===== src/rtl/dbgu_pkg.sv =====
// Package dbgu_pkg: shared sizes and selector codes for the debug unlock block.
// Assumes the secret width is a multiple of the compare lane width.
package dbgu_pkg;
    localparam int ID_W     = 64;
    localparam int SECRET_W = 128;
    localparam int SEL_W    = 2;
    localparam int WORD_W   = SECRET_W + SEL_W;

    typedef enum logic [SEL_W-1:0] {
        SEL_NONE = 2'b00,
        SEL_NW   = 2'b01,
        SEL_TZ   = 2'b10,
        SEL_BAD  = 2'b11
    } sel_e;
endpackage


===== src/rtl/dbgu_capture.sv =====
// Module dbgu_capture: a single shift register that carries the challenge out
// and the answer word in. A load places the ID in the low bits and clears the
// rest. A shift moves toward bit 0 and inserts the serial input at the top.
// Assumes load takes priority over shift; the caller masks shift on load.
module dbgu_capture #(
    parameter int WORD_W = 130,
    parameter int ID_W   = 64
) (
    input  logic              clk,
    input  logic              rst_n,
    input  logic              load_i,
    input  logic              shift_i,
    input  logic              tdi_i,
    input  logic [ID_W-1:0]   uid_i,
    output logic [WORD_W-1:0] word_o,
    output logic              tdo_o
);
    localparam int PAD_W = WORD_W - ID_W;

    logic [WORD_W-1:0] sreg_q;

    // Load the challenge or shift one bit per cycle.
    always_ff @(posedge clk) begin
        if (!rst_n) begin
            sreg_q <= '0;
        end else if (load_i) begin
            sreg_q <= {{PAD_W{1'b0}}, uid_i};
        end else if (shift_i) begin
            sreg_q <= {tdi_i, sreg_q[WORD_W-1:1]};
        end
    end

    assign word_o = sreg_q;
    assign tdo_o  = sreg_q[0];

    AST_LOAD_SHOWS_ID: assert property (@(posedge clk) disable iff (!rst_n)
        load_i |=> (tdo_o == $past(uid_i[0])));
    AST_SHIFT_TAKES_TDI: assert property (@(posedge clk) disable iff (!rst_n)
        (shift_i && !load_i) |=> (word_o[WORD_W-1] == $past(tdi_i)));
endmodule


===== src/rtl/dbgu_compare.sv =====
// Module dbgu_compare: chooses a fused secret from the selector and compares
// all of its bits with the response, lane by lane. There is no early exit, so
// the result always takes the same single cycle. Grants only a valid selector
// whose fuse-valid flag is set. Assumes SECRET_W is a multiple of LANE_W.
module dbgu_compare
    import dbgu_pkg::*;
#(
    parameter int SECRET_W = 128,
    parameter int LANE_W   = 32
) (
    input  logic [SECRET_W+SEL_W-1:0] word_i,
    input  logic [SECRET_W-1:0]       nw_secret_i,
    input  logic [SECRET_W-1:0]       tz_secret_i,
    input  logic                      nw_fuse_ok_i,
    input  logic                      tz_fuse_ok_i,
    output logic                      grant_nw_o,
    output logic                      grant_tz_o
);
    localparam int LANES = SECRET_W / LANE_W;

    sel_e                sel;
    logic [SECRET_W-1:0] resp;
    logic [SECRET_W-1:0] ref_secret;
    logic [LANES-1:0]    lane_diff;
    logic                equal;

    // Split the word and pick the secret to compare with.
    always_comb begin
        sel        = sel_e'(word_i[SEL_W-1:0]);
        resp       = word_i[SECRET_W+SEL_W-1:SEL_W];
        ref_secret = (sel == SEL_TZ) ? tz_secret_i : nw_secret_i;
    end

    // Each lane reports whether any of its bits differ.
    for (genvar g = 0; g < LANES; g++) begin : g_lane
        assign lane_diff[g] = |(resp[g*LANE_W +: LANE_W] ^ ref_secret[g*LANE_W +: LANE_W]);
    end

    // Combine the lanes and qualify the result with selector and fuse validity.
    always_comb begin
        equal      = ~|lane_diff;
        grant_nw_o = equal && (sel == SEL_NW) && nw_fuse_ok_i;
        grant_tz_o = equal && (sel == SEL_TZ) && tz_fuse_ok_i;
    end
endmodule


===== src/rtl/dbgu_gate.sv =====
// Module dbgu_gate: holds the pending-challenge flag, the failure count with
// its lockout, the sticky debug enables, and the one-cycle verdict pulses.
// Assumes submit has priority over request in the same cycle.
module dbgu_gate #(
    parameter int MAX_FAIL = 3
) (
    input  logic clk,
    input  logic rst_n,
    input  logic req_i,
    input  logic submit_i,
    input  logic grant_nw_i,
    input  logic grant_tz_i,
    output logic pass_o,
    output logic fail_o,
    output logic locked_o,
    output logic nw_en_o,
    output logic tz_en_o
);
    localparam int CNT_W = $clog2(MAX_FAIL + 1);

    logic             chal_q;
    logic [CNT_W-1:0] fail_cnt_q;
    logic             pass_q, fail_q, nw_en_q, tz_en_q;
    logic             locked;

    // The lockout holds once the count reaches the limit.
    assign locked = (fail_cnt_q >= CNT_W'(MAX_FAIL));

    // Judge each submit, track failures and latch the granted enables.
    always_ff @(posedge clk) begin
        if (!rst_n) begin
            chal_q     <= 1'b0;
            fail_cnt_q <= '0;
            pass_q     <= 1'b0;
            fail_q     <= 1'b0;
            nw_en_q    <= 1'b0;
            tz_en_q    <= 1'b0;
        end else begin
            pass_q <= 1'b0;
            fail_q <= 1'b0;
            if (submit_i) begin
                chal_q <= 1'b0;
                if (locked) begin
                    fail_q <= 1'b1;
                end else if (chal_q && (grant_nw_i || grant_tz_i)) begin
                    pass_q     <= 1'b1;
                    fail_cnt_q <= '0;
                    nw_en_q    <= 1'b1;
                    if (grant_tz_i) tz_en_q <= 1'b1;
                end else begin
                    fail_q     <= 1'b1;
                    fail_cnt_q <= fail_cnt_q + 1'b1;
                end
            end else if (req_i) begin
                chal_q <= 1'b1;
            end
        end
    end

    assign pass_o   = pass_q;
    assign fail_o   = fail_q;
    assign locked_o = locked;
    assign nw_en_o  = nw_en_q;
    assign tz_en_o  = tz_en_q;

    AST_VERDICT_EXCLUSIVE: assert property (@(posedge clk) disable iff (!rst_n)
        !(pass_o && fail_o));
    AST_VERDICT_FROM_SUBMIT: assert property (@(posedge clk) disable iff (!rst_n)
        (pass_o || fail_o) |-> $past(submit_i));
    AST_NO_CHAL_FAILS: assert property (@(posedge clk) disable iff (!rst_n)
        (submit_i && !chal_q) |=> (fail_o && !pass_o));
    AST_LOCK_HOLDS: assert property (@(posedge clk) disable iff (!rst_n)
        locked_o |=> (locked_o && !pass_o));
    AST_NW_STICKY: assert property (@(posedge clk) disable iff (!rst_n)
        nw_en_o |=> nw_en_o);
    AST_TZ_STICKY: assert property (@(posedge clk) disable iff (!rst_n)
        tz_en_o |=> tz_en_o);
    AST_TZ_IMPLIES_NW: assert property (@(posedge clk) disable iff (!rst_n)
        tz_en_o |-> nw_en_o);
endmodule


===== src/rtl/dbg_challenge_unlock.sv =====
// Module dbg_challenge_unlock: top of the challenge-response debug unlock.
// Connects the shift register, the secret comparator and the verdict logic.
// Assumes the fuse inputs are static after reset. Command priority is
// submit, then request, then shift.
module dbg_challenge_unlock
    import dbgu_pkg::*;
#(
    parameter int MAX_FAIL = 3,
    parameter int LANE_W   = 32
) (
    input  logic                clk,
    input  logic                rst_n,
    input  logic                req_i,
    input  logic                submit_i,
    input  logic                shift_i,
    input  logic                tdi_i,
    output logic                tdo_o,
    input  logic [ID_W-1:0]     uid_i,
    input  logic [SECRET_W-1:0] nw_secret_i,
    input  logic [SECRET_W-1:0] tz_secret_i,
    input  logic                nw_fuse_ok_i,
    input  logic                tz_fuse_ok_i,
    output logic                pass_o,
    output logic                fail_o,
    output logic                locked_o,
    output logic                nw_dbg_en_o,
    output logic                tz_dbg_en_o
);
    logic              load, shift;
    logic [WORD_W-1:0] word;
    logic              grant_nw, grant_tz;

    // Apply the command priority before the shift register sees the strobes.
    assign load  = req_i && !submit_i;
    assign shift = shift_i && !req_i && !submit_i;

    dbgu_capture #(.WORD_W(WORD_W), .ID_W(ID_W)) i_capture (
        .clk     (clk),
        .rst_n   (rst_n),
        .load_i  (load),
        .shift_i (shift),
        .tdi_i   (tdi_i),
        .uid_i   (uid_i),
        .word_o  (word),
        .tdo_o   (tdo_o)
    );

    dbgu_compare #(.SECRET_W(SECRET_W), .LANE_W(LANE_W)) i_compare (
        .word_i       (word),
        .nw_secret_i  (nw_secret_i),
        .tz_secret_i  (tz_secret_i),
        .nw_fuse_ok_i (nw_fuse_ok_i),
        .tz_fuse_ok_i (tz_fuse_ok_i),
        .grant_nw_o   (grant_nw),
        .grant_tz_o   (grant_tz)
    );

    dbgu_gate #(.MAX_FAIL(MAX_FAIL)) i_gate (
        .clk        (clk),
        .rst_n      (rst_n),
        .req_i      (req_i),
        .submit_i   (submit_i),
        .grant_nw_i (grant_nw),
        .grant_tz_i (grant_tz),
        .pass_o     (pass_o),
        .fail_o     (fail_o),
        .locked_o   (locked_o),
        .nw_en_o    (nw_dbg_en_o),
        .tz_en_o    (tz_dbg_en_o)
    );
endmodule


===== config.mk =====
export PLATFORM = sky130hd
export DESIGN_NAME = dbg_challenge_unlock
export DESIGN_NICKNAME = d
export VERILOG_FILES = /design/src/rtl/dbgu_pkg.sv /design/src/rtl/dbgu_capture.sv /design/src/rtl/dbgu_compare.sv /design/src/rtl/dbgu_gate.sv /design/src/rtl/dbg_challenge_unlock.sv
export SDC_FILE = /design/constraint.sdc
export NUM_CORES = 1
export LEC_CHECK = 0
export BUFFER_PORTS_ARGS = -buffer_cell sky130_fd_sc_hd__clkbuf_2
export CAP_MARGIN = 20
export CORE_ASPECT_RATIO = 1.2
export CORE_MARGIN = 2
export CORE_UTILIZATION = 50
export DETAILED_ROUTE_END_ITERATION = 7
export PLACE_DENSITY = 0.82
export SYNTH_ARGS = -nofsm -noshare
export SYNTH_HDL_FRONTEND = slang
export SYNTH_SLANG_ARGS = --single-unit

===== constraint.sdc =====
create_clock -name clk -period 4.1 [get_ports clk]
set_input_delay 0.205 -clock clk [delete_from_list [all_inputs] [get_ports clk]]
set_output_delay 0.205 -clock clk [all_outputs]
set_load 0.02 [all_outputs]

==> impl_metrics.csv <==
group,metric,value,unit
placed_design,dp.cells,1768,
finish,diodes,0,
synthesis,synth_seq_cells,137,
cts,clock_path_buffers,2,
power_and_ir_drop,vdd_drop_max,0.277,mV
setup_path,required,4.43,ns
power_and_ir_drop,total_leakage_power,5.54,nW
routing,drcViolationCount,2,
routing,first_pass_iters,8,
setup_path,cp-start-kind,"register",
synthesis,syn_area,9630,µm²
finish,final_cell_mix,"clkbuf_2 (333), nand2_1 (225), dfxtp_1 (137), a21oi_1 (92), mux2i_1 (89)",
global_route,antenna_found_initial,0,
setup_path,path_cells,"nor2b_4 > buf_4 > mux2i_1 > xor2_1 > and4b_1 > nand4_1 > nor4_1 > nand4_1 > a41o_1",
cts,cts_tree,"built",
finish,final_nets,1865,
placed_design,place_hpwl,37500,µm
routing,drt-total-wl,46000,µm
routing,dr.first_iter.drc_count,1576,
power_and_ir_drop,power,0.00394,W
placed_design,gp_congestion,1.05,
global_route,grt_pass1_vias,11063,
timing,finalClockSkew,0.00958,ns
synthesis,ys.flop_type,"dfxtp_1",
setup_path,crit_slowest_cell,"xor2_1",
cts,clkTransAtPathRegs,0.07,ns
timing,fin_crit,3.64,ns
synthesis,synthCells,1229,
timing,tightest_slew,0.956,ns
setup_path,cp_top_family,"simple AND/OR/NAND/NOR gates",
cts,numCtsBuffers,17,
placed_design,numPortBuffers,333,
timing,max_freq,275,MHz
setup_path,critPathKind,"reg2reg",
routing,routedWlPerCell,25.5,µm
global_route,grt_max_degree,95,
setup_path,path_common_cell,"nand4_1",
timing,slew_viol_final,0,
finish,layout_commonest_cell,"clkbuf_2",
cts,post_cts_resized,0,
min_path,hold_class,"in2reg",
setup_path,cp_data_arrival_time,3.97,ns
global_route,grt_overflow,0,
outcome,status,"finished with violations",
floorplan,fp.dieW,131,µm
synthesis,synth_cell_type_count,74,
cts,clkSinkCount,137,
power_and_ir_drop,power.density,325,nW/µm²
synthesis,seq_area_frac_synth,0.285,
floorplan,core_area,18900,µm²
setup_path,path_max_fanout,17,
global_route,grt_first_pass_wirelength,65300,µm
synthesis,syn_nets,1558,
flow_run,maxCapViolations,0,
outcome,violations,"DRC",
timing,slew_headroom,0.363,
setup_path,cp_num_buf_inv,1,
synthesis,yosys_warnings,0,
finish,final.fill_count,1611,
setup_path,crit_path_end_kind,"register",
floorplan,initial_core_util,0.511,
finish,postLayoutCoreUtil,0.643,
timing,fin_crit_sh,0.888,
setup_path,max_stage_delay,0.54,ns
cts,htreeDepth,4,
floorplan,std_cell_rows,55,
floorplan,die_h,156,µm
floorplan,io-pin-count,334,
finish,area_delta_synth_final,26.0,%
synthesis,avgSynthCellArea,7.83,µm²
cts,root_buffer,"clkbuf_16",
synthesis,synth_edf_count,0,
timing,fin_tns_setup,0,ns
routing,final_antenna_net_count,0,
synthesis,async_reset_ff_frac,0,
finish,drive_gt1_frac,0.260,
cts,clk_latency,0.43,ns
routing,viasPerCell,6.46,
timing,rsz0062_at_grt,"false",
global_route,grt_usage,0.441,
timing,setup_viol,0,
finish,fin_cells,1805,
timing,hold_viol_final,0,
routing,via_count,11657,
floorplan,die_area,20400,µm²
[state kept, by name, summed over array words and instances, names as in the netlist]
register           cells
i_gate.fail_cnt_q      2
i_gate.chal_q          1
i_gate.pass_o          1
i_capture.word_o     130
i_gate.tz_en_o         1
i_gate.nw_en_o         1
i_gate.fail_o          1
[report_power, final]
group | total, W | switching [W] | internal (W)
sequential | 0.00147 | 0.0000929 | 0.00138
combinational | 0.000917 | 0.000531 | 0.000386
clock | 0.00155 | 0.000735 | 0.000815
total | 0.00394 | 0.00136 | 0.00258
[cell families after synthesis]
family / count (synthesis) / share of synthesized area
simple gates: 426 / 0.213
compound gates: 348 / 0.272
fa+ha+maj: 1 / 0.00130
mux: 91 / 0.0951
xor+xnor: 70 / 0.0637
buf+inv: 156 / 0.0702
flops: 137 / 0.285
[timing repair]
action | 4_1_cts | 5_1_grt
buffers inserted | 0 | 0
hold buffers | 3 | 2
endpoints found under the hold margin | 3 | 2
[cell usage after synthesis, types with 4 or more instances]
cell type,number,area share
xnor2_1,30,0.027
nand3b_1,6,0.0047
a2111oi_0,8,0.0073
a221oi_1,19,0.017
mux2i_1,89,0.093
dfxtp_1,137,0.28
buf_6,6,0.0070
nand4_1,19,0.012
buf_2,6,0.0031
o211a_1,60,0.062
o22ai_1,19,0.012
nand2b_1,14,0.0091
o2bb2ai_1,11,0.010
xor2_1,40,0.036
nand2_1,227,0.088
o21ai_0,13,0.0068
o221ai_1,17,0.015
nor2_1,50,0.019
inv_1,84,0.033
a211o_1,6,0.0055
nor4bb_1,8,0.0083
clkbuf_1,49,0.019
and3_1,6,0.0039
a22o_1,7,0.0064
o211ai_1,19,0.015
o2111ai_1,5,0.0045
a21boi_0,5,0.0039
a221o_1,4,0.0042
o31ai_1,4,0.0031
nor3_1,10,0.0052
a22oi_1,11,0.0086
or4_1,8,0.0062
nor2b_1,25,0.016
a21oi_1,92,0.048
a2bb2oi_1,5,0.0045
buf_1,7,0.0027
a211oi_1,6,0.0047
a31oi_1,12,0.0078
nand3_1,9,0.0047
nor4_1,20,0.013
[cell type report]
class                      instances  area [µm²]  area share
multi-input combinational        936        6240       0.514
inverter                          84         315      0.0260
timing repair buffer             360        1930       0.159
clock inverter                    14         150      0.0124
clock buffer                      18         429      0.0354
sequential                       137        2740       0.226
tap                              256         320      0.0264
[final timing paths]
kind	slack (ns)	endpoint	cells past startpoint	from
setup / recovery	0.46	i_gate.fail_cnt_q[1]$_SDFFE_PN0P_	9	i_capture.word_o[0]$_SDFFE_PN0P_
hold / removal	0.009	i_capture.word_o[4]$_SDFFE_PN0P_	2	uid_i[4]
setup reg to reg	0.46	i_gate.fail_cnt_q[1]$_SDFFE_PN0P_	9	i_capture.word_o[0]$_SDFFE_PN0P_
hold reg to reg	0.47	i_gate.nw_en_o$_SDFFE_PN0P_	2	i_gate.nw_en_o$_SDFFE_PN0P_
[metrics by stage]
stage	hold WS, ns	setup WS [ns]	area (µm²)
6_report	0.00939	0.460	12100
5_1_grt	0.00237	0.316	12100
4_1_cts	0.00237	0.532	12100
3_5_place_dp	0.437	0.530	11500
3_3_place_gp	0.430	0.563	11500
2_1_floorplan	0.341	1.37	9630
[metal layers]
metal,GRT usage,routed length (µm)
met2,0.727,21200
met3,0.105,5120
met4,0.232,3060
met1,0.529,16600
met5,0,0
(Power assumes the default switching activity.)
